[config.mk]
export PLATFORM = sky130hd
export DESIGN_NAME = eth_rx_classifier
export DESIGN_NICKNAME = d
export VERILOG_FILES = /design/src/rtl/erc_pkg.sv /design/src/rtl/erc_frame_counter.sv /design/src/rtl/erc_field_decoder.sv /design/src/rtl/erc_error_check.sv /design/src/rtl/eth_rx_classifier.sv
export SDC_FILE = /design/constraint.sdc
export NUM_CORES = 1
export LEC_CHECK = 0
export ABC_AREA = 0
export BUFFER_PORTS_ARGS = -buffer_cell sky130_fd_sc_hd__buf_2
export CAP_MARGIN = 30
export CORE_ASPECT_RATIO = 1.75
export CORE_MARGIN = 2
export CORE_UTILIZATION = 41
export CTS_CLUSTER_DIAMETER = 60
export DETAILED_ROUTE_END_ITERATION = 8
export PLACE_DENSITY_LB_ADDON = 0.08
export SLEW_MARGIN = 10
export SYNTH_ARGS = -nofsm -noshare
export SYNTH_HDL_FRONTEND = slang
export SYNTH_HIERARCHICAL = 1
export SYNTH_SLANG_ARGS = --single-unit
export TNS_END_PERCENT = 100
[constraint.sdc]
create_clock -name clk -period 12.16 [get_ports clk]
set_clock_uncertainty 0.2 [all_clocks]
set_input_delay 0 -clock clk [delete_from_list [all_inputs] [get_ports clk]]
set_output_delay 0 -clock clk [all_outputs]
set_load 0.01 [all_outputs]
[src/rtl/erc_pkg.sv]
package erc_pkg;
  typedef enum logic [2:0] {
    KIND_NONE,
    KIND_LEN,
    KIND_TYPE,
    KIND_CTRL_PEND,
    KIND_CTRL
  } kind_e;

  localparam logic [15:0] LT_VLAN     = 16'h8100;
  localparam logic [15:0] LT_CTRL     = 16'h8808;
  localparam logic [15:0] LT_TYPE_MIN = 16'h0600;
  localparam logic [15:0] OP_PAUSE    = 16'h0001;
  localparam logic [15:0] OP_PFC      = 16'h0101;

  localparam int ADDR_BYTES = 12;
  localparam int TAG_BYTES  = 4;
  localparam int OVERHEAD   = 18;

  localparam int ERR_W     = 5;
  localparam int ERR_UNDER = 2;
  localparam int ERR_OVER  = 3;
  localparam int ERR_LEN   = 4;
endpackage

[src/rtl/erc_frame_counter.sv]
module erc_frame_counter #(
  parameter int CNT_W = 16
) (
  input  logic             clk,
  input  logic             rst,
  input  logic             in_valid,
  input  logic             in_sop,
  output logic [CNT_W-1:0] idx,
  output logic [CNT_W-1:0] size_now
);
  localparam logic [CNT_W-1:0] CNT_MAX = '1;

  logic [CNT_W-1:0] cnt_q;

  always_comb begin
    idx      = (in_valid && in_sop) ? '0 : cnt_q;
    size_now = (idx == CNT_MAX) ? CNT_MAX : idx + CNT_W'(1);
  end

  always_ff @(posedge clk) begin
    if (rst)           cnt_q <= '0;
    else if (in_valid) cnt_q <= size_now;
  end

  p_count_hold_r10: assert property (@(posedge clk) disable iff (rst)
    !in_valid |=> $stable(cnt_q));
  p_sop_restart_r10: assert property (@(posedge clk) disable iff (rst)
    (in_valid && in_sop) |=> (cnt_q == CNT_W'(1)));
endmodule

[src/rtl/erc_field_decoder.sv]
module erc_field_decoder
  import erc_pkg::*;
#(
  parameter int CNT_W    = 16,
  parameter int MAX_TAGS = 2,
  localparam int TAG_W   = $clog2(MAX_TAGS + 1)
) (
  input  logic             clk,
  input  logic             rst,
  input  logic             in_valid,
  input  logic             in_sop,
  input  logic [7:0]       in_data,
  input  logic [CNT_W-1:0] idx,
  output kind_e            nxt_kind,
  output logic [TAG_W-1:0] nxt_tags,
  output logic [15:0]      nxt_decl,
  output logic [15:0]      nxt_opcode
);
  kind_e            kind_q, b_kind;
  logic [TAG_W-1:0] tags_q, b_tags;
  logic [15:0]      decl_q, b_decl, op_q, b_op;
  logic [7:0]       hi_q;
  logic [CNT_W-1:0] field_pos;
  logic [15:0]      word;
  logic             restart;

  always_comb begin
    restart   = in_valid && in_sop;
    b_kind    = restart ? KIND_NONE : kind_q;
    b_tags    = restart ? '0 : tags_q;
    b_decl    = restart ? '0 : decl_q;
    b_op      = restart ? '0 : op_q;
    field_pos = CNT_W'(ADDR_BYTES + TAG_BYTES * int'(b_tags));
    word      = {hi_q, in_data};

    nxt_kind   = b_kind;
    nxt_tags   = b_tags;
    nxt_decl   = b_decl;
    nxt_opcode = b_op;

    if (in_valid) begin
      if (b_kind == KIND_NONE && idx == field_pos + CNT_W'(1)) begin
        if (word == LT_VLAN && int'(b_tags) < MAX_TAGS) begin
          nxt_tags = b_tags + TAG_W'(1);
        end else if (word < LT_TYPE_MIN) begin
          nxt_kind = KIND_LEN;
          nxt_decl = word;
        end else if (word == LT_CTRL) begin
          nxt_kind = KIND_CTRL_PEND;
        end else begin
          nxt_kind = KIND_TYPE;
        end
      end else if (b_kind == KIND_CTRL_PEND && idx == field_pos + CNT_W'(3)) begin
        nxt_kind   = KIND_CTRL;
        nxt_opcode = word;
      end
    end
  end

  always_ff @(posedge clk) begin
    if (rst) begin
      kind_q <= KIND_NONE;
      tags_q <= '0;
      decl_q <= '0;
      op_q   <= '0;
      hi_q   <= '0;
    end else if (in_valid) begin
      kind_q <= nxt_kind;
      tags_q <= nxt_tags;
      decl_q <= nxt_decl;
      op_q   <= nxt_opcode;
      hi_q   <= in_data;
    end
  end

  p_tag_limit_r4: assert property (@(posedge clk) disable iff (rst)
    int'(tags_q) <= MAX_TAGS);
  p_len_range_r2: assert property (@(posedge clk) disable iff (rst)
    (kind_q == KIND_LEN) |-> (decl_q < LT_TYPE_MIN));
  p_kind_hold_r10: assert property (@(posedge clk) disable iff (rst)
    !in_valid |=> $stable(kind_q));
endmodule

[src/rtl/erc_error_check.sv]
module erc_error_check
  import erc_pkg::*;
#(
  parameter int CNT_W     = 16,
  parameter int TAG_W     = 2,
  parameter int MIN_FRAME = 64,
  parameter int MAX_FRAME = 1518,
  localparam int SUM_W    = ((CNT_W > 16) ? CNT_W : 16) + 3
) (
  input  logic [CNT_W-1:0] size,
  input  kind_e            kind,
  input  logic [TAG_W-1:0] tags,
  input  logic [15:0]      decl,
  output logic [ERR_W-1:0] err
);
  logic [SUM_W-1:0] needed;

  always_comb begin
    needed = SUM_W'(decl) + SUM_W'(OVERHEAD) + SUM_W'(TAG_BYTES * int'(tags));
    err = '0;
    err[ERR_UNDER] = SUM_W'(size) < SUM_W'(MIN_FRAME);
    err[ERR_OVER]  = SUM_W'(size) > SUM_W'(MAX_FRAME);
    err[ERR_LEN]   = (kind == KIND_LEN) && (needed > SUM_W'(size));
  end
endmodule

[src/rtl/eth_rx_classifier.sv]
module eth_rx_classifier
  import erc_pkg::*;
#(
  parameter int CNT_W     = 16,
  parameter int MAX_TAGS  = 2,
  parameter int MIN_FRAME = 64,
  parameter int MAX_FRAME = 1518
) (
  input  logic             clk,
  input  logic             rst,
  input  logic             in_valid,
  input  logic             in_sop,
  input  logic             in_eop,
  input  logic [7:0]       in_data,
  input  logic             cfg_fwd_ctrl,
  output logic             res_valid,
  output logic             res_forward,
  output logic             res_drop,
  output logic             res_pause,
  output logic [ERR_W-1:0] res_err
);
  localparam int TAG_W = $clog2(MAX_TAGS + 1);

  logic [CNT_W-1:0] idx, size_now;
  kind_e            kind;
  logic [TAG_W-1:0] tags;
  logic [15:0]      decl, opcode;
  logic [ERR_W-1:0] err;
  logic             fire, is_ctrl, is_pause;

  erc_frame_counter #(.CNT_W(CNT_W)) u_count (
    .clk(clk), .rst(rst), .in_valid(in_valid), .in_sop(in_sop),
    .idx(idx), .size_now(size_now)
  );

  erc_field_decoder #(.CNT_W(CNT_W), .MAX_TAGS(MAX_TAGS)) u_decode (
    .clk(clk), .rst(rst), .in_valid(in_valid), .in_sop(in_sop),
    .in_data(in_data), .idx(idx), .nxt_kind(kind), .nxt_tags(tags),
    .nxt_decl(decl), .nxt_opcode(opcode)
  );

  erc_error_check #(.CNT_W(CNT_W), .TAG_W(TAG_W), .MIN_FRAME(MIN_FRAME),
                    .MAX_FRAME(MAX_FRAME)) u_err (
    .size(size_now), .kind(kind), .tags(tags), .decl(decl), .err(err)
  );

  always_comb begin
    fire     = in_valid && in_eop;
    is_ctrl  = (kind == KIND_CTRL);
    is_pause = is_ctrl && (opcode == OP_PAUSE || opcode == OP_PFC);
  end

  always_ff @(posedge clk) begin
    if (rst) begin
      res_valid   <= 1'b0;
      res_forward <= 1'b0;
      res_drop    <= 1'b0;
      res_pause   <= 1'b0;
      res_err     <= '0;
    end else begin
      res_valid   <= fire;
      res_forward <= fire && !(is_ctrl && !cfg_fwd_ctrl);
      res_drop    <= fire && is_ctrl && !cfg_fwd_ctrl;
      res_pause   <= fire && is_pause;
      res_err     <= fire ? err : '0;
    end
  end

  p_result_pulse_r1: assert property (@(posedge clk) disable iff (rst)
    (in_valid && in_eop) |=> res_valid);
  p_result_idle_r1: assert property (@(posedge clk) disable iff (rst)
    !(in_valid && in_eop) |=> !res_valid);
  p_fwd_xor_drop_r5: assert property (@(posedge clk) disable iff (rst)
    res_valid |-> (res_forward != res_drop));
  p_drop_cfg_r5: assert property (@(posedge clk) disable iff (rst)
    (res_valid && res_drop) |-> $past(!cfg_fwd_ctrl));
  p_pause_strobe_r6: assert property (@(posedge clk) disable iff (rst)
    res_pause |-> res_valid);
  p_err_low_bits_r7: assert property (@(posedge clk) disable iff (rst)
    res_err[1:0] == 2'b00);
  p_size_excl_r7: assert property (@(posedge clk) disable iff (rst)
    !(res_err[ERR_UNDER] && res_err[ERR_OVER]));
endmodule

==> results of run 1 <==
-- power breakdown --
part	internal, mW	leakage [nW]	total, mW	switching, mW
registers	0.229	0.559	0.233	0.00359
logic	0.0148	1.37	0.0427	0.0279
clock network	0.183	0.159	0.294	0.111
-- sequential cells by signal, summed over array words and instances, names as in the netlist --
register         cells
u_decode/kind_q      3
res_drop             1
u_decode/decl_q     16
res_forward          1
u_decode/tags_q      2
u_count/cnt_q       16
res_err              5
u_decode/hi_q        8
res_valid            1
u_decode/op_q       15
res_pause            1
-- final timing paths --
path,from,to,cells past startpoint
setup / recovery,in_valid,res_err[4]$_SDFF_PP0_,23
setup reg to reg,u_count/cnt_q[13]$_SDFFE_PP0P_,res_err[4]$_SDFF_PP0_,18
hold reg to reg,u_decode/decl_q[13]$_SDFFE_PP0P_,u_decode/decl_q[13]$_SDFFE_PP0P_,1
hold / removal,rst,u_decode/hi_q[4]$_SDFFE_PP0P_,3
-- layout make-up --
type | instances | area share (%)
clock buffers | 9 | 4.32
repair buffers | 36 | 4.75
inverters | 31 | 2.23
clock inverters | 7 | 2.01
flip-flops and latches | 69 | 26.5
well taps | 132 | 3.16
multi-input cells | 453 | 57.1
-- what timing repair did --
action,4_1_cts,5_1_grt
endpoints found under the setup margin,0,0
hold buffers,10,0
endpoints found under the hold margin,28,0
-- worst max-delay path: cells and delay by family --
family / cells / cell delay [ns]
simple gates: 11 / 2.35
compound gates: 4 / 1.49
buf+inv: 3 / 0.86
fa+ha+maj: 3 / 0.81
xor+xnor: 2 / 0.30
-- per-layer routing --
metal / share of wire (%) / vias up / global-route usage (%) / wire length [um]
met5: 0 / - / 0 / 0
met4: 2.6 / 0 / 9.44 / 331
met3: 2.3 / 17 / 3.37 / 290
met2: 57 / 71 / 42.0 / 7150
met1: 39 / 1994 / 22.1 / 4880
li1: - / 2098 / - / -
-- per-stage QoR --
stage	hold WS, ns	setup WS (ns)
6_report	0.0620	6.37
5_1_grt	0.0745	5.76
4_1_cts	0.0593	6.41
3_5_place_dp	-0.0249	6.07
3_3_place_gp	-0.0255	5.85
2_1_floorplan	-0.128	7.51
==> flow_summary.json, run 1 <==
{
  "post_cts_resized": 0,
  "htree_levels": 3,
  "syn_inst": 583,
  "port_buffers": 22,
  "worstPathRequired_ns": 12.20,
  "place_area_um2": 4790,
  "wirelength_mm": 12.7,
  "p_per_area_nw_per_um2": 109,
  "cts_setup_buffers": 0,
  "root_buffer": "clkbuf_16",
  "final-hold-violation-count": 0,
  "fmax_mhz": 173,
  "p_leak_nw": 2.09,
  "path_class": "input pin to flop",
  "min_period_ns": 5.79,
  "start_kind": "input pin",
  "cp_max_fo": 49,
  "io_pins": 23,
  "arrival_ns": 5.83,
  "regArea_um2": 1380,
  "grt_max_degree": 54,
  "rsz0062_at_grt": "false",
  "cts_buffers": 9,
  "nets": 635,
  "place_inst": 711,
  "dpl.hpwl_mm": 9.51,
  "slowest_stage": "a2111oi_4",
  "utilization_pct": 47.0,
  "initial_core_util_pct": 41.7,
  "cp_cell_sequence": "buf_2 -> buf_4 -> nand2_1 -> buf_8 -> nand2_1 -> ha_1 -> xor2_1 -> o2111ai_1 -> a2111oi_4 -> nand3b_1 -> nand2_1 -> ha_1 -> nor2b_1 -> nor3_1 -> nor2_1 -> nand3_1 -> xnor2_1 -> ha_1 -> nand4_1 -> nor4_1 -> a21oi_1 -> a22o_1 -> and2_1",
  "num_rows": 51,
  "final_common_cell": "nand2_1",
  "drive_gt1_share_pct": 10.9,
  "dr.pass1.iters": 4,
  "hp-class": "input pin to flop",
  "finalPower_mw": 0.569,
  "cap_violations": 0,
  "grt.overflow.total": 0,
  "multi_input_area_um2": 2980,
  "gp_congestion": 0.775,
  "final_area_um2": 5220,
  "reg2reg_slack_ns": 6.69,
  "clk_pin_slew_worst_paths_ns": 0.06,
  "synth.avg_cell_area_um2": 7.95,
  "antennaDiodeCount": 0,
  "fill_cells": 1136,
  "grt_pass1_vias": 4054,
  "core_area_um2": 11100,
  "drc": 0,
  "yosysWarningCount": 6,
  "grt_usage_pct": 21.5,
  "via_count": 4180,
  "die_h_um": 145,
  "tightest_slew_ns": 0.899,
  "final-setup-viol-count": 0,
  "setup_tns_ns": 0,
  "drtIter0Drc": 188,
  "outcome": "finished clean",
  "cts.sinks": 69,
  "cts_tree": "yes",
  "antenna_found_initial": 0,
  "vdd_ir_drop_max_mv": 0.108,
  "maxSlewViolCount": 0,
  "critPathMaxStageDelay_ns": 0.88,
  "final_cell_mix": "nand2_1, dfxtp_1, nor2_1, a21oi_1, inv_1",
  "worst_setup_path_end_kind": "flop",
  "detail_route.vias_per_cell": 5.67,
  "wl_per_cell_um": 17.2,
  "syn2layout_area_growth_pct": 12.6,
  "die_area_um2": 12200,
  "max_slew_margin_pct": 39.7,
  "drtAntennaViolNets": 0,
  "insertion_delay_ns": 0.34,
  "grt_pass1_wl_mm": 20.4,
  "syn_area_um2": 4630,
  "chipWidth_um": 84.4,
  "cts_buffer_depth": 2,
  "fin_crit_sh_pct": 47.6,
  "final_cells": 737
}
(Power assumes the default switching activity.)
==> inputs of run 2 (changes only) <==
==> constraint.sdc (replaced) <==
create_clock -name clk -period 4.9 [get_ports clk]
set_clock_uncertainty 0.2 [all_clocks]
set_input_delay 0 -clock clk [delete_from_list [all_inputs] [get_ports clk]]
set_output_delay 0 -clock clk [all_outputs]
set_load 0.01 [all_outputs]
==> flow_summary.json, run 2 (same netlist as run 1, synthesis figures left out) <==
{
  "final_cell_mix": "nand2_1, dfxtp_1, buf_4, nor2_1, a21oi_1",
  "antennaDiodeCount": 0,
  "via_count": 4343,
  "initial_core_util_pct": 41.7,
  "port_buffers": 22,
  "path_class": "flop to flop",
  "worstPathRequired_ns": 4.93,
  "num_rows": 51,
  "cts_buffer_depth": 2,
  "p_leak_nw": 2.31,
  "core_area_um2": 11100,
  "cp_cell_sequence": "a21bo_2 -> ha_1 -> xor2_2 -> o2111ai_2 -> a2111oi_4 -> buf_4 -> nand3b_1 -> nand2_1 -> ha_1 -> a21o_1 -> a211o_1 -> nor2b_2 -> nand2_1 -> xnor2_1 -> ha_1 -> buf_4 -> a41o_1 -> a21oi_1 -> o211ai_1 -> a22o_1 -> and2_1",
  "p_per_area_nw_per_um2": 247,
  "top_regs": "u_count/cnt_q x16, u_decode/decl_q x16, u_decode/op_q x15",
  "cap_violations": 0,
  "final-setup-viol-count": 0,
  "min_period_ns": 4.63,
  "slowest_stage": "dfxtp_2",
  "max_slew_margin_pct": 40.2,
  "tightest_slew_ns": 0.894,
  "gp_congestion": 0.856,
  "arrival_ns": 4.66,
  "vdd_ir_drop_max_mv": 0.196,
  "die_area_um2": 12200,
  "drc": 0,
  "antenna_found_initial": 0,
  "start_kind": "flop",
  "final-hold-violation-count": 0,
  "fin_crit_sh_pct": 94.5,
  "grt.overflow.total": 0,
  "dr.pass1.iters": 5,
  "detail_route.vias_per_cell": 5.60,
  "grt_usage_pct": 22.7,
  "drtAntennaViolNets": 0,
  "nets": 674,
  "cts.sinks": 69,
  "setup_slack_ns": 0.267,
  "hp-class": "input pin to flop",
  "fmax_mhz": 216,
  "wl_per_cell_um": 17.5,
  "dpl.hpwl_mm": 10.1,
  "final_common_cell": "nand2_1",
  "htree_levels": 3,
  "cts_tree": "yes",
  "clk_pin_slew_worst_paths_ns": 0.06,
  "die_h_um": 145,
  "syn2layout_area_growth_pct": 20.7,
  "cp_max_fo": 8,
  "grt_max_degree": 54,
  "critPathMaxStageDelay_ns": 0.36,
  "grt_pass1_vias": 4307,
  "maxSlewViolCount": 0,
  "reg2reg_slack_ns": 0.27,
  "finalPower_mw": 1.38,
  "cts_buffers": 9,
  "outcome": "finished clean",
  "grt_pass1_wl_mm": 21.6,
  "wirelength_mm": 13.6,
  "crit_top_cell": "ha_1",
  "drtIter0Drc": 184,
  "chipWidth_um": 84.4,
  "drive_gt1_share_pct": 18.8,
  "io_pins": 23,
  "insertion_delay_ns": 0.33,
  "pre_cts_slack_ns": -0.0565,
  "worst_setup_path_end_kind": "flop",
  "root_buffer": "clkbuf_16"
}
[run 2: cell count changes in the layout (fill, tap and decap cells not counted), sizes merged]
cell         change
buf             +37
clkbuf           +2
clkinv           +2
dlygate4sd3      +2
inv              -2
bufinv           -1
clkinvlp         -1
[run 2: final cells by class]
cell class | instances | area [um^2]
Tap cell | 132 | 165
Inverter | 31 | 116
Sequential cell | 69 | 1390
Multi-Input combinational cell | 453 | 3080
Fill cell | 1111 | 5510
Timing Repair Buffer | 75 | 538
Clock buffer | 11 | 253
Clock inverter | 5 | 57.6
[run 2: worst max-delay path, delay by kind of cell (launching register included)]
kind | cells | cell delay (ns)
AOI/OAI and AO/OA | 9 | 1.92
adders and majority gates | 3 | 0.77
and+or+nand+nor | 5 | 0.61
DFF | 1 | 0.36
buffers and inverters | 2 | 0.34
xor gates and xnor gates | 2 | 0.33
[run 2: per-layer routing]
| metal | GRT usage, % | up-vias | wire length (um) |
|---|---|---|---|
| met5 | 0 | - | 0 |
| met4 | 11.3 | 0 | 621 |
| met3 | 3.03 | 30 | 390 |
| met2 | 44.9 | 99 | 7470 |
| met1 | 22.9 | 2041 | 5110 |
| li1 | - | 2173 | - |
[run 2: where the power goes]
part           switching, mW  total (mW)  internal [mW]
Clock                  0.260       0.683          0.423
Sequential           0.00828       0.577          0.569
Combinational         0.0756       0.122         0.0469
Total                  0.344        1.38           1.04
[run 2: timing repair]
item                                    4_1_cts  5_1_grt
hold buffers                                 12        0
gates resized for setup                       1       21
pin swaps                                     0        7
buffers inserted                              0        2
hold endpoints to repair                     34        0
endpoints found under the setup margin        1        1
[run 2: worst paths after layout]
| check | depth (start not counted) | endpoint | from |
|---|---|---|---|
| setup reg to reg | 21 | res_err[4]$_SDFF_PP0_ | u_decode/tags_q[1]$_SDFFE_PP0P_ |
| hold / removal | 3 | u_count/cnt_q[8]$_SDFFE_PP0P_ | in_valid |
| setup / recovery | 21 | res_err[4]$_SDFF_PP0_ | u_decode/tags_q[1]$_SDFFE_PP0P_ |
| hold reg to reg | 1 | u_decode/decl_q[12]$_SDFFE_PP0P_ | u_decode/decl_q[12]$_SDFFE_PP0P_ |
[run 2: stage by stage]
| stage | utilization (%) | hold WS, ns | cell area (um^2) | setup TNS (ns) | cells |
|---|---|---|---|---|---|
| after global placement | 45.4 | -0.0219 | 5040 | 0 | 746 |
| after floorplan | - | -0.128 | 4640 | 0 | 584 |
| after global routing | 50.4 | 0.0268 | 5590 | -0.0231 | 776 |
| final | 50.4 | 0.0136 | 5590 | 0 | 776 |
| after CTS | 49.4 | 0.00495 | 5480 | 0 | 774 |
| after detailed placement | 45.4 | -0.0233 | 5040 | -0.0565 | 746 |
==> inputs of run 3 (changes only) <==
--- a/config.mk
+++ b/config.mk
@@ -7,13 +7,12 @@
 export LEC_CHECK = 0
 export ABC_AREA = 0
 export BUFFER_PORTS_ARGS = -buffer_cell sky130_fd_sc_hd__buf_2
-export CAP_MARGIN = 30
 export CORE_ASPECT_RATIO = 1.75
 export CORE_MARGIN = 2
 export CORE_UTILIZATION = 41
 export CTS_CLUSTER_DIAMETER = 60
 export DETAILED_ROUTE_END_ITERATION = 8
-export PLACE_DENSITY_LB_ADDON = 0.08
+export PLACE_DENSITY = 0.56
 export SLEW_MARGIN = 10
 export SYNTH_ARGS = -nofsm -noshare
 export SYNTH_HDL_FRONTEND = slang
==> flow_summary.json, run 3 (same netlist as run 1, synthesis figures left out) <==
{
  "outcome": "finished clean",
  "setup_slack_ns": 0.256,
  "cts.sinks": 69,
  "final-setup-viol-count": 0,
  "p_clk_share_pct": 47.2,
  "p_leak_nw": 2.24,
  "fin_crit_sh_pct": 94.8,
  "num_rows": 51,
  "max_slew_margin_pct": 37.9,
  "vdd_ir_drop_max_mv": 0.200,
  "place_area_um2": 4970,
  "worstPathRequired_ns": 4.93,
  "r2r_end": "res_err[4]$_SDFF_PP0_",
  "insertion_delay_ns": 0.33,
  "holdPathEnd": "u_count/cnt_q[6]$_SDFFE_PP0P_",
  "dpl.hpwl_mm": 9.58,
  "detail_route.vias_per_cell": 5.71,
  "antennaDiodeCount": 0,
  "root_buffer": "clkbuf_16",
  "io_pins": 23,
  "fmax_mhz": 215,
  "hp-class": "input pin to flop",
  "finalPower_mw": 1.32,
  "final-hold-violation-count": 0,
  "p_seq_share_pct": 43.6,
  "wl_per_cell_um": 17.0,
  "cp_max_fo": 6,
  "cts_tree": "yes",
  "p_switching_mw": 0.347,
  "utilization_pct": 49.4,
  "tightest_slew_ns": 0.928,
  "grt_usage_pct": 21.8,
  "path_class": "flop to flop",
  "cap_violations": 0,
  "drive_gt1_share_pct": 16.4,
  "grt_max_degree": 54,
  "syn2layout_area_growth_pct": 18.4,
  "cts_buffers": 9,
  "min_period_ns": 4.64,
  "reg2reg_depth": 21,
  "drtIter0Drc": 192,
  "initial_core_util_pct": 41.7,
  "p_per_area_nw_per_um2": 241,
  "setup_tns_ns": 0,
  "final_cell_mix": "nand2_1, dfxtp_1, nor2_1, a21oi_1, inv_1",
  "chipWidth_um": 84.4,
  "via_count": 4373,
  "wirelength_mm": 13.0,
  "internal_power_mw": 0.976,
  "cts_buffer_depth": 2,
  "arrival_ns": 4.68,
  "grt_pass1_vias": 4500,
  "die_area_um2": 12200,
  "pre_cts_slack_ns": -0.134,
  "antenna_found_initial": 0,
  "min_path_cells": 4,
  "final_common_cell": "nand2_1",
  "top_regs": "u_count/cnt_q x16, u_decode/decl_q x16, u_decode/op_q x15",
  "pwr-share-comb_pct": 9.2,
  "gp_congestion": 0.900,
  "htree_levels": 3,
  "reg2reg_slack_ns": 0.26,
  "nets": 664,
  "holdCritStartpoint": "in_valid",
  "worstReg2RegStart": "u_count/cnt_q[13]$_SDFFE_PP0P_",
  "die_h_um": 145,
  "drtAntennaViolNets": 0,
  "grt_pass1_wl_mm": 21.0,
  "fill_cells": 1120,
  "port_buffers": 22,
  "grt.overflow.total": 0,
  "switching_share_pct": 26.2,
  "clk_pin_slew_worst_paths_ns": 0.06,
  "startpoint": "u_count/cnt_q[13]$_SDFFE_PP0P_",
  "core_area_um2": 11100,
  "maxSlewViolCount": 0,
  "drc": 0,
  "start_kind": "flop",
  "dr.pass1.iters": 4,
  "worst_setup_path_end_kind": "flop",
  "final_area_um2": 5490
}
==> run 3: cell types whose count changed in the layout (fill, tap and decap cells not counted), moves of 2 or more <==
cell / before / now
buf_4: 41 / 29
dfxtp_1: 65 / 68
clkinvlp_4: 0 / 2
dfxtp_2: 4 / 1
==> run 3: metrics by stage <==
stage	hold slack, ns	cells
after global placement	-0.0261	735
after floorplan	-0.128	584
final	0.0185	766
after detailed placement	-0.0224	735
after CTS	0.00106	764
after global routing	0.0255	766
==> run 3: power groups by stage <==
stage	Clock, mW	Combinational (mW)	Sequential [mW]
2_1_floorplan	0	0.0698	0.587
3_3_place_gp	0	0.107	0.589
3_5_place_dp	0	0.108	0.589
4_1_cts	0.643	0.117	0.577
5_1_grt	0.664	0.134	0.578
6_report	0.624	0.122	0.577
==> run 3: layer usage <==
layer	wire, um	GRT usage (%)
met1	4980	20.9
met2	7140	42.0
met3	361	3.54
met4	546	14.3
met5	0	0
==> run 3: worst max-delay path by stage <==
stage,end,depth (start not counted)
3_3_place_gp,res_err[4]$_SDFF_PP0_,21
3_5_place_dp,res_err[4]$_SDFF_PP0_,21
6_report,res_err[4]$_SDFF_PP0_,21
2_1_floorplan,res_err[4]$_SDFF_PP0_,22
4_1_cts,res_err[4]$_SDFF_PP0_,20
5_1_grt,res_err[4]$_SDFF_PP0_,22
==> run 3: layout make-up <==
class | count | area [um^2] | share of cell area, %
flip-flops and latches | 69 | 1380 | 25.2
multi-input cells | 453 | 3060 | 55.8
clock buffers | 10 | 239 | 4.35
clock inverters | 6 | 46.3 | 0.844
inverters | 31 | 116 | 2.12
repair buffers | 65 | 478 | 8.71
well taps | 132 | 165 | 3.01
==> run 3: timing repair <==
action,4_1_cts,5_1_grt
setup endpoints to repair,1,1
pin swaps,1,7
resized for setup,1,14
buffers inserted,0,2
endpoints found under the hold margin,33,0
hold buffers,13,0
==> run 3: worst max-delay path, cell delays in order (launching register included) <==
cell	delay, ns
dfxtp_1	0.36
and2_1	0.21
nor4_4	0.37
buf_4	0.19
o2111ai_4	0.15
a211oi_2	0.21
nand2_1	0.13
xor2_1	0.14
buf_4	0.13
inv_1	0.05
fa_1	0.45
nor2b_1	0.16
nor3_2	0.08
or3_1	0.36
xnor2_1	0.14
ha_1	0.31
nand2_2	0.13
nor2_1	0.06
a221oi_1	0.25
o211ai_1	0.14
a22o_1	0.22
and2_1	0.13
